===== config.mk =====
export PLATFORM = sky130hd
export DESIGN_NAME = i2s_master_tx
export DESIGN_NICKNAME = d
export VERILOG_FILES = /design/src/rtl/i2s_tx_pkg.sv /design/src/rtl/i2s_tx_clkgen.sv /design/src/rtl/i2s_tx_framer.sv /design/src/rtl/i2s_tx_shifter.sv /design/src/rtl/i2s_master_tx.sv
export SDC_FILE = /design/constraint.sdc
export NUM_CORES = 1
export LEC_CHECK = 0
export BUFFER_PORTS_ARGS = -buffer_cell sky130_fd_sc_hd__buf_2
export CAP_MARGIN = 10
export CELL_PAD_IN_SITES_DETAIL_PLACEMENT = 1
export CELL_PAD_IN_SITES_GLOBAL_PLACEMENT = 1
export CORE_ASPECT_RATIO = 1.1
export CORE_MARGIN = 2
export CORE_UTILIZATION = 40
export CTS_CLUSTER_DIAMETER = 120
export DETAILED_ROUTE_END_ITERATION = 12
export GPL_TIMING_DRIVEN = 0
export PLACE_DENSITY = 0.88
export SLEW_MARGIN = 20
export SYNTH_ARGS = -nofsm -noshare
export SYNTH_HDL_FRONTEND = slang
export SYNTH_SLANG_ARGS = --single-unit
export TNS_END_PERCENT = 20

===== constraint.sdc =====
create_clock -name clk -period 3.7 [get_ports clk]
set_clock_uncertainty 0.2 [all_clocks]
set_input_delay 0.37 -clock clk [delete_from_list [all_inputs] [get_ports clk]]
set_output_delay 0.37 -clock clk [all_outputs]
set_load 0.05 [all_outputs]

===== src/rtl/i2s_tx_pkg.sv =====
package i2s_tx_pkg;

  localparam int NUM_RATES = 9;

  // Sample rate in Hz for each selector code; codes past the table use the top rate.
  function automatic int unsigned rate_hz(input int code);
    case (code)
      0:       return 8000;
      1:       return 11025;
      2:       return 12000;
      3:       return 16000;
      4:       return 22050;
      5:       return 24000;
      6:       return 32000;
      7:       return 44100;
      default: return 48000;
    endcase
  endfunction

  // Phase increment: SCK edges per second are 2 edges * 2 channels * bits * fs.
  function automatic logic [63:0] phase_step(input logic [63:0] fs, input logic [63:0] ref_hz,
                                             input int accw, input int wbits);
    logic [63:0] num;
    num = (64'(4 * wbits) * fs) << accw;
    return (num + (ref_hz >> 1)) / ref_hz;
  endfunction

endpackage


===== src/rtl/i2s_tx_clkgen.sv =====
module i2s_tx_clkgen
  import i2s_tx_pkg::*;
#(
  parameter int unsigned REF_HZ    = 12_000_000,
  parameter int          ACC_W     = 24,
  parameter int          WORD_BITS = 16,
  parameter int          SEL_W     = 4
) (
  input  logic             clk,
  input  logic             rst_n,
  input  logic             enable,
  input  logic [SEL_W-1:0] rate_sel,
  output logic             sck,
  output logic             sck_fall
);

  logic [ACC_W-1:0] step_tab [NUM_RATES];

  for (genvar g = 0; g < NUM_RATES; g++) begin : g_step
    localparam logic [63:0] STEP = phase_step(64'(rate_hz(g)), 64'(REF_HZ), ACC_W, WORD_BITS);
    assign step_tab[g] = STEP[ACC_W-1:0];
  end

  logic [SEL_W-1:0] sel_idx;
  logic [ACC_W-1:0] step;
  logic [ACC_W:0]   acc_sum;
  logic [ACC_W-1:0] acc_q, acc_d;
  logic             sck_q, sck_d;
  logic             tick;

  always_comb begin
    sel_idx = (rate_sel < SEL_W'(NUM_RATES)) ? rate_sel : SEL_W'(NUM_RATES - 1);
    step    = step_tab[sel_idx];
    acc_sum = {1'b0, acc_q} + {1'b0, step};
    tick    = acc_sum[ACC_W];
    if (!enable) begin
      acc_d = '0;
      sck_d = 1'b0;
    end else begin
      acc_d = acc_sum[ACC_W-1:0];
      sck_d = tick ? ~sck_q : sck_q;
    end
  end

  always_ff @(posedge clk or negedge rst_n) begin
    if (!rst_n) begin
      acc_q <= '0;
      sck_q <= 1'b0;
    end else begin
      acc_q <= acc_d;
      sck_q <= sck_d;
    end
  end

  assign sck      = sck_q;
  assign sck_fall = enable & tick & sck_q;

  // The increment stays below half the accumulator range, so every SCK level lasts at least two cycles.
  p_sck_hold_r1: assert property (@(posedge clk) disable iff (!rst_n)
    $rose(sck) |=> $stable(sck));

  p_sck_off_r8: assert property (@(posedge clk) disable iff (!rst_n)
    !enable |=> !sck);

endmodule


===== src/rtl/i2s_tx_framer.sv =====
module i2s_tx_framer #(
  parameter int WORD_BITS = 16,
  localparam int SLOTS    = 2 * WORD_BITS,
  localparam int CNT_W    = $clog2(SLOTS)
) (
  input  logic clk,
  input  logic rst_n,
  input  logic enable,
  input  logic sck_fall,
  output logic ws,
  output logic load
);

  logic [CNT_W-1:0] cnt_q, cnt_d;
  logic             ws_q, ws_d;

  always_comb begin
    cnt_d = cnt_q;
    ws_d  = ws_q;
    if (!enable) begin
      cnt_d = '0;
      ws_d  = 1'b0;
    end else if (sck_fall) begin
      cnt_d = (cnt_q == CNT_W'(SLOTS - 1)) ? '0 : cnt_q + 1'b1;
      ws_d  = (cnt_d >= CNT_W'(WORD_BITS));
    end
  end

  always_ff @(posedge clk or negedge rst_n) begin
    if (!rst_n) begin
      cnt_q <= '0;
      ws_q  <= 1'b0;
    end else begin
      cnt_q <= cnt_d;
      ws_q  <= ws_d;
    end
  end

  assign ws   = ws_q;
  assign load = sck_fall & (cnt_q == '0);

  p_ws_on_fall_r5: assert property (@(posedge clk) disable iff (!rst_n)
    (enable && $past(enable) && !$stable(ws)) |-> $past(sck_fall));

  p_ws_idle_r8: assert property (@(posedge clk) disable iff (!rst_n)
    !enable |=> !ws);

endmodule


===== src/rtl/i2s_tx_shifter.sv =====
module i2s_tx_shifter #(
  parameter int WORD_BITS = 16,
  localparam int FRAME_W  = 2 * WORD_BITS
) (
  input  logic                 clk,
  input  logic                 rst_n,
  input  logic                 enable,
  input  logic                 sck_fall,
  input  logic                 load,
  input  logic                 s_valid,
  input  logic [WORD_BITS-1:0] s_left,
  input  logic [WORD_BITS-1:0] s_right,
  output logic                 s_ready,
  output logic                 sd,
  output logic                 underrun
);

  logic [FRAME_W-1:0] shreg_q, shreg_d;

  always_comb begin
    shreg_d = shreg_q;
    if (!enable) begin
      shreg_d = '0;
    end else if (load) begin
      shreg_d = s_valid ? {s_left, s_right} : '0;
    end else if (sck_fall) begin
      shreg_d = {shreg_q[FRAME_W-2:0], 1'b0};
    end
  end

  always_ff @(posedge clk or negedge rst_n) begin
    if (!rst_n) shreg_q <= '0;
    else        shreg_q <= shreg_d;
  end

  assign sd       = shreg_q[FRAME_W-1];
  assign s_ready  = load;
  assign underrun = load & ~s_valid;

  p_ready_pulse_r6: assert property (@(posedge clk) disable iff (!rst_n)
    s_ready |=> !s_ready);

  p_underrun_zero_r7: assert property (@(posedge clk) disable iff (!rst_n)
    underrun |=> !sd);

  p_sd_on_fall_r5: assert property (@(posedge clk) disable iff (!rst_n)
    (enable && $past(enable) && !$stable(sd)) |-> $past(sck_fall));

endmodule


===== src/rtl/i2s_master_tx.sv =====
module i2s_master_tx #(
  parameter int unsigned REF_HZ    = 12_000_000,
  parameter int          ACC_W     = 24,
  parameter int          WORD_BITS = 16,
  parameter int          SEL_W     = 4
) (
  input  logic                 clk,
  input  logic                 rst_n,
  input  logic                 enable,
  input  logic [SEL_W-1:0]     rate_sel,
  input  logic                 s_valid,
  input  logic [WORD_BITS-1:0] s_left,
  input  logic [WORD_BITS-1:0] s_right,
  output logic                 s_ready,
  output logic                 sck,
  output logic                 ws,
  output logic                 sd,
  output logic                 underrun
);

  logic sck_fall;
  logic load;

  i2s_tx_clkgen #(
    .REF_HZ(REF_HZ), .ACC_W(ACC_W), .WORD_BITS(WORD_BITS), .SEL_W(SEL_W)
  ) u_clkgen (
    .clk(clk), .rst_n(rst_n), .enable(enable), .rate_sel(rate_sel),
    .sck(sck), .sck_fall(sck_fall)
  );

  i2s_tx_framer #(.WORD_BITS(WORD_BITS)) u_framer (
    .clk(clk), .rst_n(rst_n), .enable(enable), .sck_fall(sck_fall),
    .ws(ws), .load(load)
  );

  i2s_tx_shifter #(.WORD_BITS(WORD_BITS)) u_shifter (
    .clk(clk), .rst_n(rst_n), .enable(enable), .sck_fall(sck_fall), .load(load),
    .s_valid(s_valid), .s_left(s_left), .s_right(s_right),
    .s_ready(s_ready), .sd(sd), .underrun(underrun)
  );

  p_request_slot_r6: assert property (@(posedge clk) disable iff (!rst_n)
    s_ready |-> (sck && !ws));

endmodule


## Word-level counts from Yosys, hierarchy flattened

Memories as Yosys holds them, arrays and structs flattened.
Cells that the tools add are included.

- Bitwise operators: 7
- Multiplexer cells: 15
- Reduce and logical (&&, ||, !) cells: 1
- Equal/unequal tests: 4
- $lt $le $gt $ge: 3
- $add $sub $neg: 2

Operators by type and width:

| operator | number |
|---|---|
| 32-bit 2-to-1 mux | 4 |
| 24-bit 2-to-1 mux | 3 |
| 24-bit by 24-bit adder with 25-bit output | 1 |
| 5-bit 2-to-1 mux | 3 |
| 5-bit greater-or-equal comparator (second input constant) | 2 |
| 5-bit by 1-bit adder with 5-bit output (second input constant) | 1 |
| 5-bit equality test (second input constant) | 1 |
| 5-bit zero test | 1 |
| 4-bit NOT with 5-bit output | 1 |
| 1-bit AND | 4 |
| 4-bit < comparator (second input constant) | 1 |
| 1-bit 2-to-1 mux | 4 |
| 4-bit 2-to-1 mux | 1 |
| 2-bit by 1-bit != test with 1-bit output (second input constant) | 2 |
| 3-bit by 1-bit != test with 1-bit output (second input constant) | 1 |
| 1-bit NOT | 2 |

- Word-level logic and storage cells: 38
- Output and inout port bits: 5
- Register bits: 63
- Input bits: 40
- Memories kept: 1
- ROM bits: 384

Memory list:

| memory | words | width | rd ports | clocked after memory_dff | wr ports | RTL line | text |
|---|---|---|---|---|---|---|---|
| (no name shown) | 16 | 24 | 1 | 0 | 0 | i2s_tx_clkgen.sv:33 | `step = step_tab[sel_idx];` |

## Depth between registers and ports, before layout

- Word-level depth: 12
- Mapped depth: 16
- Mapped depth without buffers: 12

## Cells and area by module

From an unflattened synthesis, not the netlist that was laid out.

- Cells, all modules: 445
- Area total of the unflattened synthesis: 4489.3 um^2

Modules (own cells, without submodules):

| module | instances | area an instance (um^2) | cells an instance |
|---|---|---|---|
| i2s_tx_clkgen | 1 | 2461.1 | 302 |
| i2s_tx_shifter | 1 | 1707.9 | 112 |
| i2s_tx_framer | 1 | 320.3 | 31 |

## Worst setup path after synthesis

No wires, ideal clock.

- Kind: in2out
- Start point: input rate_sel[3]
- End point: output underrun
- Path slack: -0.765 ns
- Arrival: 3.895 ns
- Buffers on the path: 2
- Data required time: 3.130 ns
- Stages on the path: 13
- Cell sequence: clkbuf_1 > nand2b_1 > ha_1 > or2_2 > a21o_1 > ha_1 > nand4_1 > nor3_1 > a21oi_2 > a31oi_4 > o21ai_4 > buf_4 > nor3_1

- Cells in the longest elaborated chain, start to end: 11

Ends and longest elaborated chain:

| element | RTL line | text |
|---|---|---|
| start: declaration | i2s_master_tx.sv:10 | `input logic [SEL_W-1:0] rate_sel,` |
| 4-bit < comparator | i2s_tx_clkgen.sv:32 | `sel_idx = (rate_sel < SEL_W'(NUM_RATES)) ? rate_sel : SEL_W'(NUM_RATES - 1);` |
| 4-bit 2-to-1 mux (*) | i2s_tx_clkgen.sv:32 |  |
| 4-bit NOT with 5-bit output (not written as such) (*) | i2s_tx_clkgen.sv:33 |  |
| memory 16 x 24 bit (*) | n/a |  |
| 24-bit 2-to-1 mux (not written as such) (*) (2 in a row) | i2s_tx_clkgen.sv:33 |  |
| 24-bit by 24-bit adder with 25-bit output (*) | i2s_tx_clkgen.sv:34 | `acc_sum = {1'b0, acc_q} + {1'b0, step};` |
| 1-bit AND (*) (2 in a row) | i2s_tx_clkgen.sv:56 | `assign sck_fall = enable & tick & sck_q;` |
| 1-bit AND (*) | i2s_tx_framer.sv:40 | `assign load = sck_fall & (cnt_q == '0);` |
| 1-bit AND (*) | i2s_tx_shifter.sv:38 | `assign underrun = load & ~s_valid;` |
| end: declaration | i2s_master_tx.sv:18 | `output logic underrun` |

Mark *: on every way between the ends. The rest lies on a longest branch, timed or not. The select of a mux whose other input is x is not followed.

## Worst setup path after layout

Same ends and word-level chain as after synthesis.

==> impl_metrics.csv <==
group,metric,value,unit
global_routing,grt_usage,0.244,
power,clkPwrFrac,0.328,
cts,cts_tree,"built",
cts,cts.sinks,62,
global_routing,antenna_found_initial,0,
setup_path,crit_path_max_incr_delay,0.44,ns
yosys,synth_compound_area_frac,0.133,
floorplanning,core,0.0114,mm2
route,drt_pass1_iterations,4,
final_layout,drive_gt1_frac,0.180,
global_routing,grt_pass1_wl,24.2,mm
final_layout,num-fill-cells,1380,
sta,slew_violations,0,
yosys,postSynth.asyncResetShare,1.00,
floorplanning,io_pins,45,
yosys,yosysMostFrequentCell,"nand2_1",
yosys,synth_warnings,0,
global_routing,grt_use_met2,0.456,
placement,placed_area,0.00511,mm2
power,ir_worst_vdd,0.000214,V
yosys,synth_nets,655,
global_routing,met3_usage,0.0354,
global_routing,grt_pass1_vias,4829,
route,viasPerCell,5.50,
yosys,yosys-top-cells-area,"dfrtp_1 33%, nand2_1 13%, mux2i_1 9.3%",
floorplanning,dieArea,0.0125,mm2
final_layout,fin_util,0.503,
cts,cts_root_buffer,"clkbuf_16",
floorplanning,std_cell_rows,41,
final_layout,area_growth,23.6,%
route,drtIter0Drc,194,
route,totalWireLength,14.3,mm
floorplanning,initial_core_util,0.407,
setup_path,critPathMaxFanout,4,
yosys,synthXorXnorAreaFrac,0.0208,
yosys,synthAdderAreaFrac,0.0880,
yosys,synth.avg_cell_area,7.95,um2
yosys,synth-seq-cells,62,
cts,cts_buffer_depth,2,
yosys,synthMuxAreaShare,0.0928,
sta,rsz0062_at_grt,"true",
sta,fmaxAchievable,0.264,GHz
power,power,2880,uW
final_layout,instances_no_fill,810,
sta,min_period,3.78,ns
global_routing,grt_overflow,0,
yosys,synth.distinct_cells,54,
yosys,synth_top_area_cell,"dfrtp_1",
power,static-leakage-power,0.00298,uW
global_routing,met1_usage,0.288,
power,swShare,0.355,
setup_path,crit_arrival,3.21,ns
yosys,yosysSeqAreaShare,0.335,
sta,fin_ws,-0.0835,ns
yosys,syn_inst,583,
setup_path,cp_slowest_cell,"a221o_2",
yosys,synthTopCellsByCount,"165 x nand2_1, 62 x dfrtp_1, 43 x mux2i_1",
setup_path,required,3.13,ns
yosys,synthFlopType,"dfrtp_1",
cts,clkTransAtPathRegs,0.05,ns
setup_path,path_buf_inv,4,
route,vias,4456,
power,switchingPower,1020,uW
status,violations,"setup timing",
placement,globalplace.congestion,0.905,
placement,dp_cells,777,
sta,period_share,1.02,
global_routing,top_usage_layer,"met2",
run,maxCapViolations,0,
setup_path,critical_path.top_delay_family,"compound AO/OA/AOI/OAI gates",
sta,relSlewSlack,0.357,
yosys,yosys.area_share.simple,0.283,
floorplanning,die_h,117,um
yosys,synth_top_family_by_area,"simple AND/OR/NAND/NOR gates",
setup_path,critPathCaptureType,"output pin",
power,intPower,1860,uW
setup_path,path_cells,"buf_8, buf_8, nand2b_4, ha_4, nand2_4, nand2b_4, ha_4, fa_2, a21o_1, a221o_2, a21oi_4, a31oi_4, o21ai_4, buf_12, nor3_4, buf_6",
sta,hold_viol,0,
yosys,synth_edf_count,0,
power,combPwrFrac,0.389,
floorplanning,die_x,107,um
final_layout,fin_nets,728,
cts,clkLatencyLatePin,0.33,ns
final_layout,final_area,0.00573,mm2
route,drtAntennaViolNets,0,
global_routing,grt_max_degree,40,
route,wire_per_inst,17.6,um
placement,portBuffers,43,
final_layout,multiInputGateArea,0.00301,mm2
final_layout,diodes,0,
sta,worstMarginPinSlew,0.950,ns
route,drc,0,
worst_hold_path,hold_class,"input port to flop",
yosys,synth_top_area_frac,0.335,
power,p_seq_frac,0.284,
setup_path,critPathLaunchType,"input port",
yosys,syn_area,0.00464,mm2
placement,dp_hpwl,10.1,mm
sta,setup_viol,2,
cts,cts_buffers,9,
setup_path,path_class,"input port to output pin",
status,status,"complete, but fails checks",
cts,htreeDepth,3,
final_layout,seq_area,0.00155,mm2
power,powerDensity,502,mW/mm2
## sequential cells by signal, indices dropped and copies added, names as in the netlist
| register | count |
|---|---|
| u_framer.cnt_q | 4 |
| u_clkgen.acc_q | 24 |
| u_shifter.shreg_q | 32 |
| u_clkgen.sck | 1 |
| u_framer.ws | 1 |
## final timing paths
check	from	to	cells past startpoint	slack, ns
max in group asynchronous	rst_n	u_shifter.shreg_q[16]$_DFFE_PN0P_	3	2.47
max reg2reg	u_clkgen.acc_q[0]$_DFF_PN0_	u_shifter.shreg_q[4]$_DFFE_PN0P_	11	0.62
max	rate_sel[3]	underrun	16	-0.08
min	s_right[0]	u_shifter.shreg_q[0]$_DFFE_PN0P_	3	0.17
min in group asynchronous	rst_n	u_clkgen.acc_q[4]$_DFF_PN0_	2	0.29
min reg2reg	u_shifter.shreg_q[18]$_DFFE_PN0P_	u_shifter.shreg_q[18]$_DFFE_PN0P_	2	0.34
## metal layers
layer  vias to the layer above  wire length [um]
met5                         -                 0
met3                        13               397
met1                      2211              6280
met2                        79              7400
li1                       2153                 -
met4                         0               214
## worst min-delay path, stage by stage
cell,delay [ns]
buf_2,0.11
nand4_1,0.09
mux2i_1,0.08
## kinds of logic (layout without fill, tap and decap cells)
kind of cell / Yosys count / after routing
AO/OA/AOI/OAI: 92 / 92
XOR/XNOR: 11 / 11
adder cells (fa/ha/maj): 32 / 32
buffers and inverters: 46 / 123
flip-flops: 62 / 62
multiplexers: 43 / 43
AND/OR/NAND/NOR: 297 / 297
## area by class of cell
type | instances | area share
clock inverter | 3 | 0.0118
clock buffer | 12 | 0.0448
sequential | 62 | 0.271
tap | 150 | 0.0327
timing repair buffer | 65 | 0.0738
inverter | 11 | 0.00720
buffer | 32 | 0.0338
multi-input combinational | 475 | 0.525
## metrics by stage
step | setup WS (ns) | TNS [ns] | hold slack (ns)
after detailed placement | -0.729 | -18.46 | 0.112
after global placement | -0.666 | -15.39 | 0.324
after global routing | -0.135 | -0.232 | 0.195
after floorplan | 0.000816 | 0 | -0.126
after CTS | -0.100 | -0.163 | 0.162
final | -0.0835 | -0.127 | 0.170
## power groups by stage
stage,clock network [uW],logic (uW),registers (uW)
2_1_floorplan,0,733,818
3_3_place_gp,0,925,813
3_5_place_dp,0,992,819
4_1_cts,954,1060,809
5_1_grt,982,1250,823
6_report,943,1120,816
## placed cells by master (no fill, tap or decap), types with 14 or more instances in the layout
cell type / n
mux2i_1: 43
nand3_1: 42
buf_2: 40
o21ai_0: 14
buf_4: 21
dfrtp_1: 62
ha_1: 22
a21oi_1: 33
nor2_1: 32
clkbuf_1: 24
nand2_1: 164
## timing repair
item	CTS	global route
setup endpoints to repair	39	3
setup buffers	13	7
resized for setup	24	12
hold buffers	1	0
hold endpoints to repair	23	0
pin swaps	14	13
Note: power is estimated with default switching activity, not from simulation.
